--- src/rtl/bcb_pkg.sv ---
package bcb_pkg;

    typedef enum logic [1:0] {
        ST_IDLE   = 2'd0,
        ST_READ   = 2'd1,
        ST_WPULSE = 2'd2,
        ST_WHOLD  = 2'd3
    } bcb_state_e;

    localparam logic MODE_FLAG  = 1'b0;
    localparam logic MODE_EVERY = 1'b1;

endpackage

--- src/rtl/bcb_qualify.sv ---
module bcb_qualify #(
    parameter logic WRITE_LEVEL = 1'b1
) (
    input  logic mode_every,
    input  logic ph2,
    input  logic vma,
    input  logic rw,
    output logic qual,
    output logic wr_req
);
    import bcb_pkg::*;

    logic flag_ok;

    always_comb begin
        flag_ok = (mode_every == MODE_EVERY) ? 1'b1 : vma;
        qual    = ph2 & flag_ok;
        wr_req  = (rw == WRITE_LEVEL);
    end

endmodule

--- src/rtl/bcb_fsm.sv ---
module bcb_fsm #(
    parameter int PULSE_LEN = 2
) (
    input  logic clk,
    input  logic rst_n,
    input  logic qual,
    input  logic wr_req,
    output logic launch,
    output logic rd_active,
    output logic en,
    output logic rd_n,
    output logic wr_n,
    output logic wpulse
);
    import bcb_pkg::*;

    localparam int CW = (PULSE_LEN > 1) ? $clog2(PULSE_LEN + 1) : 1;
    localparam logic [CW-1:0] CNT_LOAD = CW'(PULSE_LEN - 1);

    bcb_state_e state_q, state_d;
    logic [CW-1:0] cnt_q, cnt_d;

    always_comb begin
        state_d = state_q;
        cnt_d   = cnt_q;
        unique case (state_q)
            ST_IDLE: begin
                if (qual) begin
                    if (wr_req) begin
                        state_d = ST_WPULSE;
                        cnt_d   = CNT_LOAD;
                    end else begin
                        state_d = ST_READ;
                    end
                end
            end
            ST_READ: begin
                if (!qual || wr_req) state_d = ST_IDLE;
            end
            ST_WPULSE: begin
                if (!qual || !wr_req) begin
                    state_d = ST_IDLE;
                end else if (cnt_q == '0) begin
                    state_d = ST_WHOLD;
                end else begin
                    cnt_d = cnt_q - 1'b1;
                end
            end
            ST_WHOLD: begin
                if (!qual || !wr_req) state_d = ST_IDLE;
            end
            default: state_d = ST_IDLE;
        endcase
    end

    always_ff @(posedge clk or negedge rst_n) begin
        if (!rst_n) begin
            state_q <= ST_IDLE;
            cnt_q   <= '0;
        end else begin
            state_q <= state_d;
            cnt_q   <= cnt_d;
        end
    end

    always_comb begin
        launch    = (state_q == ST_IDLE) && qual;
        rd_active = (state_q == ST_READ);
        en        = 1'b0;
        rd_n      = 1'b1;
        wr_n      = 1'b1;
        wpulse    = 1'b0;
        unique case (state_q)
            ST_IDLE: ;
            ST_READ: begin
                en   = 1'b1;
                rd_n = 1'b0;
            end
            ST_WPULSE: begin
                en     = 1'b1;
                wr_n   = 1'b0;
                wpulse = 1'b1;
            end
            ST_WHOLD: begin
                en   = 1'b1;
                wr_n = 1'b0;
            end
            default: ;
        endcase
    end

endmodule

--- src/rtl/bcb_hold.sv ---
module bcb_hold #(
    parameter int AW = 16,
    parameter int DW = 8
) (
    input  logic          clk,
    input  logic          rst_n,
    input  logic          launch,
    input  logic          rd_active,
    input  logic [AW-1:0] cpu_addr,
    input  logic [DW-1:0] cpu_wdata,
    input  logic [DW-1:0] per_rdata,
    output logic [AW-1:0] per_addr,
    output logic [DW-1:0] per_wdata,
    output logic [DW-1:0] cpu_rdata
);

    always_ff @(posedge clk or negedge rst_n) begin
        if (!rst_n) begin
            per_addr  <= '0;
            per_wdata <= '0;
        end else if (launch) begin
            per_addr  <= cpu_addr;
            per_wdata <= cpu_wdata;
        end
    end

    always_ff @(posedge clk or negedge rst_n) begin
        if (!rst_n) begin
            cpu_rdata <= '0;
        end else if (rd_active) begin
            cpu_rdata <= per_rdata;
        end
    end

endmodule

--- src/rtl/bus_cycle_bridge.sv ---
module bus_cycle_bridge #(
    parameter int   AW          = 16,
    parameter int   DW          = 8,
    parameter logic WRITE_LEVEL = 1'b1,
    parameter int   PULSE_LEN   = 2
) (
    input  logic          clk,
    input  logic          rst_n,
    input  logic          mode_every,
    input  logic          ph2,
    input  logic          vma,
    input  logic          rw,
    input  logic [AW-1:0] cpu_addr,
    input  logic [DW-1:0] cpu_wdata,
    output logic [DW-1:0] cpu_rdata,
    output logic          per_en,
    output logic          per_rd_n,
    output logic          per_wr_n,
    output logic          per_wpulse,
    output logic [AW-1:0] per_addr,
    output logic [DW-1:0] per_wdata,
    input  logic [DW-1:0] per_rdata
);

    logic qual;
    logic wr_req;
    logic launch;
    logic rd_active;

    bcb_qualify #(.WRITE_LEVEL(WRITE_LEVEL)) qual_i (
        .mode_every (mode_every),
        .ph2        (ph2),
        .vma        (vma),
        .rw         (rw),
        .qual       (qual),
        .wr_req     (wr_req)
    );

    bcb_fsm #(.PULSE_LEN(PULSE_LEN)) fsm_i (
        .clk       (clk),
        .rst_n     (rst_n),
        .qual      (qual),
        .wr_req    (wr_req),
        .launch    (launch),
        .rd_active (rd_active),
        .en        (per_en),
        .rd_n      (per_rd_n),
        .wr_n      (per_wr_n),
        .wpulse    (per_wpulse)
    );

    bcb_hold #(.AW(AW), .DW(DW)) hold_i (
        .clk       (clk),
        .rst_n     (rst_n),
        .launch    (launch),
        .rd_active (rd_active),
        .cpu_addr  (cpu_addr),
        .cpu_wdata (cpu_wdata),
        .per_rdata (per_rdata),
        .per_addr  (per_addr),
        .per_wdata (per_wdata),
        .cpu_rdata (cpu_rdata)
    );

endmodule

--- config.mk ---
export PLATFORM = sky130hd
export DESIGN_NAME = bus_cycle_bridge
export DESIGN_NICKNAME = d
export VERILOG_FILES = /design/src/rtl/bcb_pkg.sv /design/src/rtl/bcb_qualify.sv /design/src/rtl/bcb_fsm.sv /design/src/rtl/bcb_hold.sv /design/src/rtl/bus_cycle_bridge.sv
export SDC_FILE = /design/constraint.sdc
export NUM_CORES = 1
export LEC_CHECK = 0
export BUFFER_PORTS_ARGS = -buffer_cell sky130_fd_sc_hd__buf_2
export CAP_MARGIN = 20
export CORE_UTILIZATION = 45
export CTS_CLUSTER_SIZE = 28
export DETAILED_ROUTE_END_ITERATION = 6
export HOLD_SLACK_MARGIN = 0.1
export PLACE_DENSITY = 0.86
export SKIP_LAST_GASP = 1
export SLEW_MARGIN = 0
export SYNTH_ARGS = -nofsm -noshare
export SYNTH_HDL_FRONTEND = slang
export SYNTH_SLANG_ARGS = --single-unit
export TNS_END_PERCENT = 50
--- constraint.sdc ---
create_clock -name clk -period 2 [get_ports clk]
set_clock_uncertainty 0.1 [all_clocks]
set_input_delay 0.4 -clock clk [delete_from_list [all_inputs] [get_ports clk]]
set_output_delay 0.4 -clock clk [all_outputs]
set_load 0.05 [all_outputs]
== After elaboration in Yosys (flattened, before gate mapping) ==
Cells that the tools add are included.

* Register bits: 36
* Input bits: 38
* Output and inout port bits: 36
* Logic and storage cells: 46

* Add/sub/neg operators: 1
* Eq/ne operators: 10
* Muxes and demuxes: 17
* Bitwise gates (word level): 1
* Reductions and logical operators: 12

{| class="wikitable"
|+ Operators by type and width
! operator !! number
|-
| 2-bit two-way mux || 10
|-
| 2-bit inequality test (second input constant) || 4
|-
| 2-bit one-hot mux with 4 select lines || 1
|-
| 1-bit two-way mux || 5
|-
| 5-bit AND reduction || 1
|-
| 2-bit == test (second input constant) || 2
|-
| 2-bit zero test || 2
|-
| 2-bit by 1-bit inequality test with 1-bit output (second input constant) || 2
|-
| 2-bit one-hot mux with 2 select lines || 1
|-
| 4-bit AND reduction || 1
|-
| 3-bit by 1-bit inequality test with 1-bit output (second input constant) || 1
|-
| 3-bit OR reduction || 1
|-
| 2-bit by 1-bit == test with 1-bit output (second input constant) || 1
|-
| 1-bit zero test || 2
|-
| 1-bit logical OR || 2
|-
| 2-bit nonzero test || 1
|-
| 2-bit OR reduction || 1
|-
| 2-bit by 1-bit subtractor with 2-bit output (second input constant) || 1
|-
| 1-bit bitwise AND || 1
|-
| 1-bit logical AND || 1
|}

== Longest topological paths before layout ==
* Depth in word-level cells: 6
* Gate-level depth with buffers: 5
* Depth with buffers taken out: 5

== By module ==
A second synthesis with hierarchy kept.

* Cells, all modules: 95
* Area, all modules: 1550.2 µm²

{| class="wikitable"
|+ Modules (own cells, without submodules)
! module !! times used !! cells an instance !! area each (µm²) !! sequential area each (µm²)
|-
| bcb_hold || 1 || 68 || 1292.5 || 800.8
|-
| bcb_fsm || 1 || 25 || 242.7 || 100.1
|-
| bcb_qualify || 1 || 2 || 15.0 || 0.0
|}

== Least setup slack after synthesis ==
No wires, ideal clock.

* Kind: register -> register
* Start: register fsm_i.state_q[1]
* End: register hold_i.cpu_rdata[0]
* Setup time: 0.125 ns
* Arrival: 1.746 ns
* Data required time: 1.775 ns
* Path slack: 0.029 ns
* Stages on the path, launching flop included: 4
* Path buffers: 0
* Clock period less this slack: 1.971 ns
* Path through: dfrtp_1 inv_1 nand2_1 mux2_2

* Longest elaborated chain between the ends: 1

{| class="wikitable"
|+ RTL lines
! what !! line !! RTL
|-
| start: declaration || bcb_fsm.sv:20 || <nowiki>bcb_state_e state_q, state_d;</nowiki>
|-
| start signal: assignment || bcb_fsm.sv:61 || <nowiki>state_q <= state_d;</nowiki>
|-
| 2-bit by 1-bit == test with 1-bit output || bcb_fsm.sv:68 || <nowiki>rd_active = (state_q == ST_READ);</nowiki>
|-
| end signal: assignment || bcb_hold.sv:31 || <nowiki>cpu_rdata <= per_rdata;</nowiki>
|-
| end: declaration || bcb_hold.sv:14 || <nowiki>output logic [DW-1:0] cpu_rdata</nowiki>
|}

No other way between the ends.
A chain may end at the register's enable or synchronous reset.

== Final worst setup path ==
* Start: register fsm_i.state_q[0]
* End: output port per_wpulse

* Longest elaborated chain between the ends: 2

{| class="wikitable"
|+ RTL lines
! what !! line !! RTL
|-
| 2-bit == test || bcb_fsm.sv:73 || <nowiki>unique case (state_q)</nowiki>
|-
| 1-bit two-way mux || bcb_fsm.sv:73 ||
|-
| end: declaration || bus_cycle_bridge.sv:19 || <nowiki>output logic per_wpulse,</nowiki>
|}

No other way between the ends.

==> reports/qor.yml <==
port_buffers: 73
clock-sinks: 36
layout.nets: 211
clk_pin_slew_ns: 0.10
critPathKind: "flip-flop to output pin"
grtUsageMet2_pct: 32.2
wl_um: 3220
rsz0062_at_grt: "false"
initial_core_util_pct: 48.4
grtUsageTotal_pct: 18.2
multi_input_area_um2: 556
fin_util_pct: 64.0
finalSetupViolCount: 0
power_leakage_nw: 1.04
finalWeightedCongestion: 0.672
antenna_cells: 0
relSlewSlack_pct: 46.9
pwr-share-comb_pct: 41.9
power.density_nw_per_um2: 1170
post_synth_num_cell_types: 19
synth_area_leaders: "dfrtp_1, mux2_4, mux2_2"
yosys_warnings: 0
grt_pass1_vias: 1024
grt-ovfl-total: 0
grt_pass1_wl_um: 4570
rows: 20
timing.fmax_mhz: 573
p_int_mw: 1.34
grt_use_met3_pct: 6.71
p_seq_share_pct: 40.7
use_met1_pct: 19.7
hpwl_um: 2340
post_cts.repair.setup_buffers: 0
drive_above_1_share_pct: 67.6
die-area_um2: 3570
route.detailed.drc: 0
synth_cells: 92
hold_path.class: "primary input to flip-flop"
critPathRequiredTime_ns: 1.50
regArea_um2: 901
pwr-share-clk_pct: 17.4
finalCritPeriodShare_pct: 87.2
antenna_found_initial: 0
cap_violations: 0
yosysSeqAreaShare_pct: 60.0
cts_buffer_depth: 2
drt_iter0_drc: 61
drv_slew: 0
synth.top_cell.area_share_pct: 60.0
grt_max_degree: 37
num_vias: 1046
synth_nets: 131
ir_drop_mv: 0.666
ant_nets: 0
p_sw_share_pct: 42.3
routedWlPerCell_um: 14.8
syn_area_um2: 1500
finalHoldViolCount: 0
crit_arrival_ns: 1.24
insertion_delay_ns: 0.33
die_h_um: 59.8
cts-root-buf: "clkbuf_4"
synth-seq-cells: 36
cts_tree: "done"
tightest_slew_ns: 0.796
grt.busiest_layer: "met2"
htree_num_levels: 2
finalSetupTns_ns: 0
fillers: 258
synth_top_cell_by_area: "dfrtp_1"
end_kind: "output pin"
area_growth_pct: 32.3
vias_per_cell: 4.82
io_pins: 74
cp_max_fo: 7
p_total_mw: 2.32
numCtsBuffers: 5
core_um2: 3100
syn_avg_cell_area_um2: 16.3
die_x_um: 59.8
status: "finished, final reports clean"
fin_crit_ns: 1.74
startpoint_type: "flip-flop"
dr.pass1.iters: 4
p_sw_uw: 982
[flip-flops by register name, summed over array words and instances, names as in the netlist]
signal            count
fsm_i.cnt_q           2
fsm_i.state_q         2
hold_i.cpu_rdata      8
hold_i.per_addr      16
hold_i.per_wdata      8
[cell families after synthesis]
family | count (synthesis) | share of synthesized area (%)
multiplexers | 32 | 29.0
adder cells (fa/ha/maj) | 1 | 0.833
AO/OA/AOI/OAI | 8 | 3.92
flip-flops | 36 | 60.0
AND/OR/NAND/NOR | 9 | 3.25
buffers and inverters | 6 | 3.00
[area by class of cell]
| cell class | count | share of cell area [%] |
|---|---|---|
| sequential | 36 | 45.3 |
| multi-input combinational | 50 | 28.0 |
| timing repair buffer | 76 | 20.3 |
| tap | 44 | 2.77 |
| clock buffer | 6 | 2.58 |
| inverter | 3 | 0.567 |
| clock inverter | 2 | 0.504 |
[layer usage]
layer	wire, µm	vias to the layer above
met1	1280	503
met4	66	0
li1	-	483
met3	247	6
met5	0	-
met2	1630	54
[cells in the final DEF (no fill, tap or decap)]
cell	synthesis	routed
buf_2	0	73
dfrtp_1	36	36
mux2_4	20	20
mux2_2	12	12
clkbuf_4	0	5
inv_1	3	3
nand2_1	2	2
or2_1	2	2
o211ai_1	2	2
a21oi_1	2	2
clkinv_2	0	2
nor2b_1	1	1
o21ai_0	1	1
nor2_1	1	1
nand3b_1	1	1
nand3_1	1	1
o221a_2	1	1
o41a_1	1	1
o22ai_1	1	1
or2_2	1	1
ha_1	1	1
clkbuf_8	0	1
dlygate4sd3_1	0	1
buf_12	0	1
buf_4	0	1
[what timing repair did]
item	4_1_cts	5_1_grt
setup endpoints to repair	0	0
resized for setup	0	0
hold buffers	1	0
hold endpoints to repair	36	0
[power by group through the flow]
stage                     Combinational (mW)  Sequential (mW)  Clock (mW)
after global routing                    1.02            0.962       0.449
after global placement                 0.955            0.949           0
after CTS                              0.979            0.947       0.417
after floorplan                        0.259             1.43           0
after detailed placement               0.972            0.962           0
final                                  0.972            0.946       0.404
[through the flow]
step / cell area [µm²] / worst slack [ns] / cells / hold WS (ns)
2_1_floorplan: 1500 / 0.0286 / 92 / 0.00441
3_3_place_gp: 1920 / 0.332 / 208 / 0.385
3_5_place_dp: 1920 / 0.298 / 208 / 0.388
4_1_cts: 1990 / 0.226 / 217 / 0.179
5_1_grt: 1990 / 0.167 / 217 / 0.166
6_report: 1990 / 0.255 / 217 / 0.188
[Yosys cell counts (all sizes together)]
cell and instances:
o221a 1, nand2 2, nor2 1, dfrtp 36
nand3 1, buf 3, o41a 1, o211ai 2
o21ai 1, nor2b 1, o22ai 1, mux2 32
a21oi 2, or2 3, ha 1, nand3b 1
inv 3
[path summary, 6_finish.rpt]
path                                                       from                               to  slack, ns  cells past startpoint
worst max register to register     fsm_i.state_q[0]$_DFFE_PN0P_  hold_i.per_addr[13]$_DFFE_PN0P_       0.34                      4
min in group asynchronous                                 rst_n  hold_i.per_wdata[3]$_DFFE_PN0P_       0.58                      2
max in group asynchronous                                 rst_n  hold_i.cpu_rdata[2]$_DFFE_PN0N_       0.72                      2
worst max-delay path               fsm_i.state_q[0]$_DFFE_PN0P_                       per_wpulse       0.26                      2
worst min register to register  hold_i.cpu_rdata[0]$_DFFE_PN0N_  hold_i.cpu_rdata[0]$_DFFE_PN0N_       0.41                      1
worst min-delay path                                cpu_addr[9]   hold_i.per_addr[9]$_DFFE_PN0P_       0.19                      2
[critical path: stages, from the launching register on]
cell and delay, ns:
dfrtp_1 0.45, nor2b_1 0.17, buf_2 0.28
Note: power is estimated with default switching activity, not from simulation.
